**src/rtl/pgu_pkg.sv**
```systemverilog
package pgu_pkg;
  localparam int REG_W = 32;
  localparam int IRQ_N = 2;

  localparam logic [7:0] OFS_BASE  = 8'h00;
  localparam logic [7:0] OFS_STAT  = 8'h04;
  localparam logic [7:0] OFS_CMD   = 8'h08;
  localparam logic [7:0] OFS_FADDR = 8'h0C;
  localparam logic [7:0] OFS_INV1  = 8'h10;
  localparam logic [7:0] OFS_RAW   = 8'h14;
  localparam logic [7:0] OFS_ICLR  = 8'h18;
  localparam logic [7:0] OFS_MASK  = 8'h1C;
  localparam logic [7:0] OFS_MSTAT = 8'h20;
  localparam logic [7:0] OFS_GATE  = 8'h24;

  typedef enum logic [2:0] {
    CMD_PAGE_ON    = 3'd0,
    CMD_PAGE_OFF   = 3'd1,
    CMD_STALL_ON   = 3'd2,
    CMD_STALL_OFF  = 3'd3,
    CMD_FLUSH_ALL  = 3'd4,
    CMD_FAULT_DONE = 3'd5,
    CMD_HARD_RST   = 3'd6
  } cmd_e;

  localparam int IRQ_FAULT  = 0;
  localparam int IRQ_BUSERR = 1;

  localparam int ST_PAGING  = 0;
  localparam int ST_FAULT   = 1;
  localparam int ST_STALL   = 2;
  localparam int ST_IDLE    = 3;
  localparam int ST_REPLAY  = 4;
  localparam int ST_FWRITE  = 5;
  localparam int ST_ID_LSB  = 6;
  localparam int ST_NSTALL  = 31;
endpackage

```
**src/rtl/pgu_cmd_ctrl.sv**
```systemverilog
module pgu_cmd_ctrl
  import pgu_pkg::*;
#(
  parameter int ID_W = 5
) (
  input  logic              clk,
  input  logic              rst,
  input  logic              clr,
  input  logic              cmd_vld,
  input  logic [REG_W-1:0]  cmd_code,
  input  logic              fault_evt,
  input  logic [REG_W-1:0]  fault_addr,
  input  logic              fault_wr,
  input  logic [ID_W-1:0]   fault_id,
  output logic              paging_q,
  output logic              stall_q,
  output logic              fault_act_q,
  output logic              fault_wr_q,
  output logic [ID_W-1:0]   fault_id_q,
  output logic [REG_W-1:0]  fault_addr_q,
  output logic              flush_all_q,
  output logic              resume_q
);
  logic do_on, do_off, do_st_on, do_st_off, do_flush, do_done;
  logic wipe;

  assign wipe      = rst | clr;
  assign do_on     = cmd_vld && (cmd_code == REG_W'(CMD_PAGE_ON));
  assign do_off    = cmd_vld && (cmd_code == REG_W'(CMD_PAGE_OFF));
  assign do_st_on  = cmd_vld && (cmd_code == REG_W'(CMD_STALL_ON));
  assign do_st_off = cmd_vld && (cmd_code == REG_W'(CMD_STALL_OFF));
  assign do_flush  = cmd_vld && (cmd_code == REG_W'(CMD_FLUSH_ALL));
  assign do_done   = cmd_vld && (cmd_code == REG_W'(CMD_FAULT_DONE));

  always_ff @(posedge clk) begin
    if (wipe) begin
      paging_q <= 1'b0;
    end else if (do_on) begin
      paging_q <= 1'b1;
    end else if (do_off) begin
      paging_q <= 1'b0;
    end
  end

  always_ff @(posedge clk) begin
    if (wipe) begin
      stall_q <= 1'b0;
    end else if (do_st_on && !fault_act_q) begin
      stall_q <= 1'b1;
    end else if (do_st_off) begin
      stall_q <= 1'b0;
    end
  end

  always_ff @(posedge clk) begin
    if (wipe) begin
      fault_act_q  <= 1'b0;
      fault_wr_q   <= 1'b0;
      fault_id_q   <= '0;
      fault_addr_q <= '0;
    end else if (fault_evt) begin
      fault_act_q  <= 1'b1;
      fault_wr_q   <= fault_wr;
      fault_id_q   <= fault_id;
      fault_addr_q <= fault_addr;
    end else if (do_done) begin
      fault_act_q  <= 1'b0;
    end
  end

  always_ff @(posedge clk) begin
    if (wipe) begin
      flush_all_q <= 1'b0;
      resume_q    <= 1'b0;
    end else begin
      flush_all_q <= do_flush;
      resume_q    <= do_done && !fault_evt;
    end
  end

  // a fault report always leaves fault-active set
  a_r6_fault_latch: assert property (@(posedge clk) disable iff (rst)
    (fault_evt && !clr) |=> fault_act_q);

  // stall request cannot rise while a fault is pending
  a_r4_stall_blocked: assert property (@(posedge clk) disable iff (rst)
    (do_st_on && fault_act_q && !clr) |=> $stable(stall_q));

  // fault-done without a new fault releases the engine
  a_r7_done_release: assert property (@(posedge clk) disable iff (rst)
    (do_done && !fault_evt && !clr) |=> (!fault_act_q && resume_q));
endmodule

```
**src/rtl/pgu_irq_unit.sv**
```systemverilog
module pgu_irq_unit
  import pgu_pkg::*;
(
  input  logic             clk,
  input  logic             rst,
  input  logic             clr,
  input  logic [IRQ_N-1:0] ev,
  input  logic             ack_wr,
  input  logic [IRQ_N-1:0] ack_bits,
  input  logic             mask_wr,
  input  logic [IRQ_N-1:0] mask_bits,
  output logic [IRQ_N-1:0] raw_q,
  output logic [IRQ_N-1:0] mask_q,
  output logic             irq_q
);
  logic [IRQ_N-1:0] raw_d;
  logic [IRQ_N-1:0] mask_d;
  logic             wipe;

  assign wipe   = rst | clr;
  assign mask_d = mask_wr ? mask_bits : mask_q;

  for (genvar i = 0; i < IRQ_N; i++) begin : g_src
    assign raw_d[i] = ev[i] | (raw_q[i] & ~(ack_wr & ack_bits[i]));

    always_ff @(posedge clk) begin
      if (wipe) raw_q[i] <= 1'b0;
      else      raw_q[i] <= raw_d[i];
    end

    // an event wins over a clear in the same cycle
    a_r10_event_wins: assert property (@(posedge clk) disable iff (rst)
      (ev[i] && !clr) |=> raw_q[i]);
  end

  always_ff @(posedge clk) begin
    if (wipe) begin
      mask_q <= '0;
      irq_q  <= 1'b0;
    end else begin
      mask_q <= mask_d;
      irq_q  <= |(raw_d & mask_d);
    end
  end

  // line level tracks the masked set every cycle
  a_r9_irq_level: assert property (@(posedge clk) disable iff (rst)
    irq_q == |(raw_q & mask_q));
endmodule

```
**src/rtl/pgu_rd_mux.sv**
```systemverilog
module pgu_rd_mux
  import pgu_pkg::*;
#(
  parameter int ADDR_W = 8
) (
  input  logic              clk,
  input  logic              rst,
  input  logic              rd,
  input  logic [ADDR_W-1:0] addr,
  input  logic [REG_W-1:0]  base_v,
  input  logic [REG_W-1:0]  stat_v,
  input  logic [REG_W-1:0]  faddr_v,
  input  logic [IRQ_N-1:0]  raw_v,
  input  logic [IRQ_N-1:0]  mask_v,
  input  logic [REG_W-1:0]  gate_v,
  output logic [REG_W-1:0]  rdata,
  output logic              rvalid
);
  logic [REG_W-1:0] sel;

  always_comb begin
    sel = '0;
    if      (addr == ADDR_W'(OFS_BASE))  sel = base_v;
    else if (addr == ADDR_W'(OFS_STAT))  sel = stat_v;
    else if (addr == ADDR_W'(OFS_FADDR)) sel = faddr_v;
    else if (addr == ADDR_W'(OFS_RAW))   sel = REG_W'(raw_v);
    else if (addr == ADDR_W'(OFS_MASK))  sel = REG_W'(mask_v);
    else if (addr == ADDR_W'(OFS_MSTAT)) sel = REG_W'(raw_v & mask_v);
    else if (addr == ADDR_W'(OFS_GATE))  sel = gate_v;
  end

  always_ff @(posedge clk) begin
    if (rst) begin
      rdata  <= '0;
      rvalid <= 1'b0;
    end else begin
      rvalid <= rd;
      if (rd) rdata <= sel;
    end
  end

  // every read strobe is answered on the next cycle
  a_r12_read_valid: assert property (@(posedge clk) disable iff (rst)
    rd |=> rvalid);
endmodule

```
**src/rtl/pgu_ctrl_regs.sv**
```systemverilog
module pgu_ctrl_regs
  import pgu_pkg::*;
#(
  parameter int ADDR_W   = 8,
  parameter int ID_W     = 5,
  parameter int BASE_LSB = 12
) (
  input  logic              clk,
  input  logic              rst,
  input  logic              bus_wr,
  input  logic              bus_rd,
  input  logic [ADDR_W-1:0] bus_addr,
  input  logic [31:0]       bus_wdata,
  output logic [31:0]       bus_rdata,
  output logic              bus_rvalid,
  input  logic              eng_fault,
  input  logic [31:0]       eng_fault_addr,
  input  logic              eng_fault_wr,
  input  logic [ID_W-1:0]   eng_fault_id,
  input  logic              eng_buserr,
  input  logic              eng_idle,
  input  logic              eng_replay_empty,
  output logic              xl_paging,
  output logic              xl_stall,
  output logic              xl_flush_all,
  output logic              xl_flush_one,
  output logic [31:0]       xl_flush_addr,
  output logic              xl_resume,
  output logic [31:0]       xl_dir_base,
  output logic [31:0]       gate_cfg,
  output logic              irq
);
  localparam logic [REG_W-1:0] KEEP_MASK = ~((REG_W'(1) << BASE_LSB) - REG_W'(1));

  logic wr_base, wr_cmd, wr_inv1, wr_ack, wr_mask, wr_gate, hard_rst, wipe;
  logic             fault_act, fault_wr_q;
  logic [ID_W-1:0]  fault_id_q;
  logic [REG_W-1:0] fault_addr_q;
  logic [IRQ_N-1:0] raw_q, mask_q, ev;
  logic [REG_W-1:0] stat_w;

  assign wr_base  = bus_wr && (bus_addr == ADDR_W'(OFS_BASE));
  assign wr_cmd   = bus_wr && (bus_addr == ADDR_W'(OFS_CMD));
  assign wr_inv1  = bus_wr && (bus_addr == ADDR_W'(OFS_INV1));
  assign wr_ack   = bus_wr && (bus_addr == ADDR_W'(OFS_ICLR));
  assign wr_mask  = bus_wr && (bus_addr == ADDR_W'(OFS_MASK));
  assign wr_gate  = bus_wr && (bus_addr == ADDR_W'(OFS_GATE));
  assign hard_rst = wr_cmd && (bus_wdata == REG_W'(CMD_HARD_RST));
  assign wipe     = rst | hard_rst;

  always_ff @(posedge clk) begin
    if (wipe) begin
      xl_dir_base <= '0;
    end else if (wr_base) begin
      xl_dir_base <= bus_wdata & KEEP_MASK;
    end
  end

  always_ff @(posedge clk) begin
    if (wipe) begin
      gate_cfg <= '0;
    end else if (wr_gate) begin
      gate_cfg <= bus_wdata;
    end
  end

  always_ff @(posedge clk) begin
    if (wipe) begin
      xl_flush_one  <= 1'b0;
      xl_flush_addr <= '0;
    end else begin
      xl_flush_one <= wr_inv1;
      if (wr_inv1) xl_flush_addr <= bus_wdata;
    end
  end

  pgu_cmd_ctrl #(.ID_W(ID_W)) u_cmd (
    .clk          (clk),
    .rst          (rst),
    .clr          (hard_rst),
    .cmd_vld      (wr_cmd),
    .cmd_code     (bus_wdata),
    .fault_evt    (eng_fault),
    .fault_addr   (eng_fault_addr),
    .fault_wr     (eng_fault_wr),
    .fault_id     (eng_fault_id),
    .paging_q     (xl_paging),
    .stall_q      (xl_stall),
    .fault_act_q  (fault_act),
    .fault_wr_q   (fault_wr_q),
    .fault_id_q   (fault_id_q),
    .fault_addr_q (fault_addr_q),
    .flush_all_q  (xl_flush_all),
    .resume_q     (xl_resume)
  );

  always_comb begin
    ev = '0;
    ev[IRQ_FAULT]  = eng_fault;
    ev[IRQ_BUSERR] = eng_buserr;
  end

  pgu_irq_unit u_irq (
    .clk       (clk),
    .rst       (rst),
    .clr       (hard_rst),
    .ev        (ev),
    .ack_wr    (wr_ack),
    .ack_bits  (bus_wdata[IRQ_N-1:0]),
    .mask_wr   (wr_mask),
    .mask_bits (bus_wdata[IRQ_N-1:0]),
    .raw_q     (raw_q),
    .mask_q    (mask_q),
    .irq_q     (irq)
  );

  always_comb begin
    stat_w = '0;
    stat_w[ST_PAGING] = xl_paging;
    stat_w[ST_FAULT]  = fault_act;
    stat_w[ST_STALL]  = xl_stall;
    stat_w[ST_IDLE]   = eng_idle;
    stat_w[ST_REPLAY] = eng_replay_empty;
    stat_w[ST_FWRITE] = fault_wr_q;
    stat_w[ST_ID_LSB +: ID_W] = fault_id_q;
    stat_w[ST_NSTALL] = ~xl_stall;
  end

  pgu_rd_mux #(.ADDR_W(ADDR_W)) u_rd (
    .clk     (clk),
    .rst     (rst),
    .rd      (bus_rd),
    .addr    (bus_addr),
    .base_v  (xl_dir_base),
    .stat_v  (stat_w),
    .faddr_v (fault_addr_q),
    .raw_v   (raw_q),
    .mask_v  (mask_q),
    .gate_v  (gate_cfg),
    .rdata   (bus_rdata),
    .rvalid  (bus_rvalid)
  );

  // stored base is the written word with the low bits cut off
  a_r2_base_trunc: assert property (@(posedge clk) disable iff (rst)
    (wr_base && !hard_rst) |=> (xl_dir_base == ($past(bus_wdata) & KEEP_MASK)));

  // hard reset brings outputs back to power-on values
  a_r11_hard_reset: assert property (@(posedge clk) disable iff (rst)
    hard_rst |=> (!xl_paging && !xl_stall && !irq && (xl_dir_base == '0) && (gate_cfg == '0)));
endmodule

```
**config.mk**
```make
export PLATFORM = sky130hd
export DESIGN_NAME = pgu_ctrl_regs
export DESIGN_NICKNAME = d
export VERILOG_FILES = /design/src/rtl/pgu_pkg.sv /design/src/rtl/pgu_cmd_ctrl.sv /design/src/rtl/pgu_irq_unit.sv /design/src/rtl/pgu_rd_mux.sv /design/src/rtl/pgu_ctrl_regs.sv
export SDC_FILE = /design/constraint.sdc
export NUM_CORES = 1
export LEC_CHECK = 0
export BUFFER_PORTS_ARGS = -buffer_cell sky130_fd_sc_hd__buf_2
export CORE_MARGIN = 3
export CORE_UTILIZATION = 35
export CTS_BUF_LIST = sky130_fd_sc_hd__clkbuf_4
export CTS_CLUSTER_DIAMETER = 100
export CTS_CLUSTER_SIZE = 24
export DETAILED_ROUTE_END_ITERATION = 7
export SLEW_MARGIN = 20
export SYNTH_ARGS = -nofsm -noshare
export SYNTH_HDL_FRONTEND = slang
export SYNTH_SLANG_ARGS = --single-unit
```
**constraint.sdc**
```tcl
create_clock -name clk -period 2.3 [get_ports clk]
set_clock_uncertainty 0.1 [all_clocks]
set_input_delay 0.23 -clock clk [delete_from_list [all_inputs] [get_ports clk]]
set_output_delay 0.23 -clock clk [all_outputs]
set_load 0.01 [all_outputs]
```
==> results_dict.tcl <==
set metrics [dict create \
    status "completed" \
    rr_startpoint "gate_cfg[3]$_SDFFE_PP0P_" \
    synthTopCellsByArea "dfxtp_1, nand2_1, a21oi_1, mux2i_1, nor2_1" \
    cts_buffers 17 \
    worstPathArrival_ns 2.67 \
    timing.fmax_mhz 445 \
    path_buf_inv 4 \
    die_w_um 146 \
    cpMaxStageDelayCell "dlygate4sd3_1" \
    period_share_pct 97.6 \
    core_um2 19000 \
    cpMostUsedCell "dlygate4sd3_1" \
    ys_seq_elements 166 \
    fin_nets 1157 \
    yosysSeqAreaShare_pct 48.7 \
    clkTransAtPathRegs_ns 0.14 \
    reg2reg_slack_ns 0.82 \
    cts_buffer_depth 2 \
    max_slew_margin_pct 55.1 \
    row_count 50 \
    grt_usage_pct 21.4 \
    clockRootBuffer "clkbuf_4" \
    die_area_um2 21200 \
    r2r-end "u_rd.rdata[3]$_SDFFE_PP0P_" \
    crit_family "buffers and inverters" \
    end_kind "flip-flop" \
    wirelength_um 23200 \
    finalHoldViolCount 0 \
    hp-class "primary input to flip-flop" \
    grt_start_max_net_pins 44 \
    slowest_delay_ns 0.57 \
    first_pass_iters 5 \
    postRouteAntennaNets 0 \
    critPathLaunchType "primary input" \
    overflow 0 \
    dp_cells 1232 \
    reg2reg_depth 3 \
    dpl_cell_area_um2 8200 \
    switching_share_pct 26.7 \
    syn_inst 800 \
    worstPathRequired_ns 2.73 \
    path_depth 9 \
    power.leakage_nw 3.90 \
    p_total_mw 5.47 \
    grt_pass1_wl_um 36100 \
    cp-startpoint "bus_wdata[4]" \
    die_h_um 146 \
    ys_warn_count 0 \
    power_frac_comb_pct 10.9 \
    dp_slack_ns 0.0148 \
    post-route-util_pct 49.3 \
    synthDominantCellAreaShare_pct 48.7 \
    p_switching_mw 1.46 \
    synth_top_cell_by_area "dfxtp_1" \
    avgSynthCellArea_um2 8.54 \
    dpl.hpwl_um 16300 \
    final_layout_size_suffix_gt1_share_pct 27.3 \
    drc_errors 0 \
    wl_per_cell_um 17.3 \
    antenna_found_initial 1 \
    fin_ws_ns 0.0544 \
    p_per_area_nw_per_um2 585 \
    area_growth_pct 36.9 \
    vias 6717 \
    worstMarginPinSlew_ns 0.668 \
    cts_tree "built" \
    clock_latency_ns 0.57 \
    gp_congestion 0.836 \
    io_pins 221 \
    drv_cap 0 \
    slew_violations 0 \
    synth_area_um2 6830 \
    period_minus_slack_ns 2.25 \
    synth_cell_types 45 \
    whs_ns 0.0720 \
    stdcell_area_um2 9350 \
    crit_chain "dlygate4sd3_1, buf_2, buf_4, nor4_2, nand4_1, nor3_4, nand3b_1, nor3_1, dlygate4sd3_1" \
    start_util_pct 36.0 \
    cts.sinks 166 \
    p_int_mw 4.01 \
    port_buffers 208 \
    setup_viol 0 \
    clock_tree.htree_level_count 4 \
    stdcell_count 1345 \
    power_frac_clock_pct 34.6 \
    critPathMaxFanout 5 \
    tns_ns 0 \
    drt_iter0_drc 373 \
    grt_pass1_vias 6398 \
    crit_end "u_cmd.flush_all_q$_SDFF_PP0_" \
    p_seq_share_pct 54.5 \
    viasPerCell 4.99 \
    ir_drop_v 0.000414 \
    crit_type "primary input to flip-flop" \
]
-- per-layer routing --
layer	part of all wire [%]	vias up	track usage, %
li1	-	3310	-
met1	47	3133	29.8
met2	45	238	32.8
met3	6.2	36	5.42
met4	1.7	0	6.17
met5	0	-	0
-- tightest hold or removal path, stage by stage --
cell and delay (ns):
buf_2 0.15, nand4_1 0.14, mux2i_1 0.12, nor2_1 0.09
-- placed cells by master, fill, tap and decap left out, types with 9 or more instances in the layout --
master and count:
dlygate4sd3_1 80, clkbuf_4 17, nand3_1 25, a22oi_1 20
a221oi_1 10, buf_2 208, a311oi_2 10, a211oi_1 11
buf_4 21, nor2_1 83, mux2i_1 40, nor4_1 9
a311oi_1 9, a21oi_1 88, conb_1 12, dfxtp_1 166
nand2_1 187, buf_12 11
-- worst min path at each step --
stage | startpoint | to | depth (start not counted)
6_report | bus_addr[3] | u_irq.mask_q[0]$_SDFF_PP0_ | 4
3_5_place_dp | xl_flush_addr[14]$_SDFFE_PP0P_ | xl_flush_addr[14]$_SDFFE_PP0P_ | 2
3_3_place_gp | xl_flush_addr[28]$_SDFFE_PP0P_ | xl_flush_addr[28]$_SDFFE_PP0P_ | 2
5_1_grt | bus_addr[2] | gate_cfg[1]$_SDFFE_PP0P_ | 4
2_1_floorplan | eng_buserr | u_irq.raw_q[1]$_SDFF_PP0_ | 2
4_1_cts | bus_addr[3] | u_irq.mask_q[0]$_SDFF_PP0_ | 4
-- Yosys cell counts, drive strengths merged --
cell       n
nand2    187
dfxtp    166
a21oi     88
nor2      83
buf       47
mux2i     40
clkbuf    32
nand3     25
a22oi     20
a311oi    19
nor4      13
a211oi    11
a221oi    10
nor3       8
nand4      6
and3       5
nor4b      5
and2       4
a31oi      3
inv        3
a311o      2
a32o       2
nand2b     2
nand3b     2
nor3b      2
o2111ai    2
o211ai     2
o21ai      2
a21o       1
a221o      1
conb       1
o211a      1
o21ba      1
o22a       1
or3b       1
or4        1
xor2       1
-- registers in the layout (all words and copies together) (netlist names) --
signal and cells:
gate_cfg 32, u_cmd.fault_addr_q 32, u_rd.rdata 32, xl_flush_addr 32, xl_dir_base 20, u_cmd.fault_id_q 5, u_irq.mask_q 2, u_irq.raw_q 2
u_cmd.fault_act_q 1, u_cmd.fault_wr_q 1, u_cmd.flush_all_q 1, u_cmd.paging_q 1, u_cmd.resume_q 1, u_cmd.stall_q 1, u_irq.irq_q 1, u_rd.rvalid 1
xl_flush_one 1
-- repair_timing --
action	in CTS	in global routing
resized for setup	0	4
endpoints found under the hold margin	145	0
hold buffers	80	0
setup buffers	0	0
setup endpoints to repair	0	1
-- kinds of logic after synthesis --
group / synth area share [%]
AOI/OAI and AO/OA: 16.7
xor gates and xnor gates: 0.128
buffers and inverters: 6.34
DFF: 48.7
muxes: 5.86
other: 0.0549
and+or+nand+nor: 22.3
-- power by group through the flow --
stage | Sequential (mW) | Combinational (mW) | Clock (mW)
detailed placement | 3.05 | 0.488 | 0
CTS | 2.98 | 0.592 | 1.96
global route | 2.99 | 0.645 | 2.08
floorplan | 3.05 | 0.252 | 0
finish | 2.98 | 0.594 | 1.89
global placement | 3.04 | 0.485 | 0
-- cell type report --
| class | instances | area (µm²) |
|---|---|---|
| clock buffers | 17 | 128 |
| clock inverters | 15 | 190 |
| well taps | 260 | 325 |
| diodes | 1 | 2.50 |
| repair buffers | 320 | 2220 |
| multi-input cells | 563 | 3150 |
| flip-flops and latches | 166 | 3320 |
| inverters | 3 | 11.3 |
| fillers | 1867 | 9610 |
No activity file was read; power rests on OpenSTA's default activity.
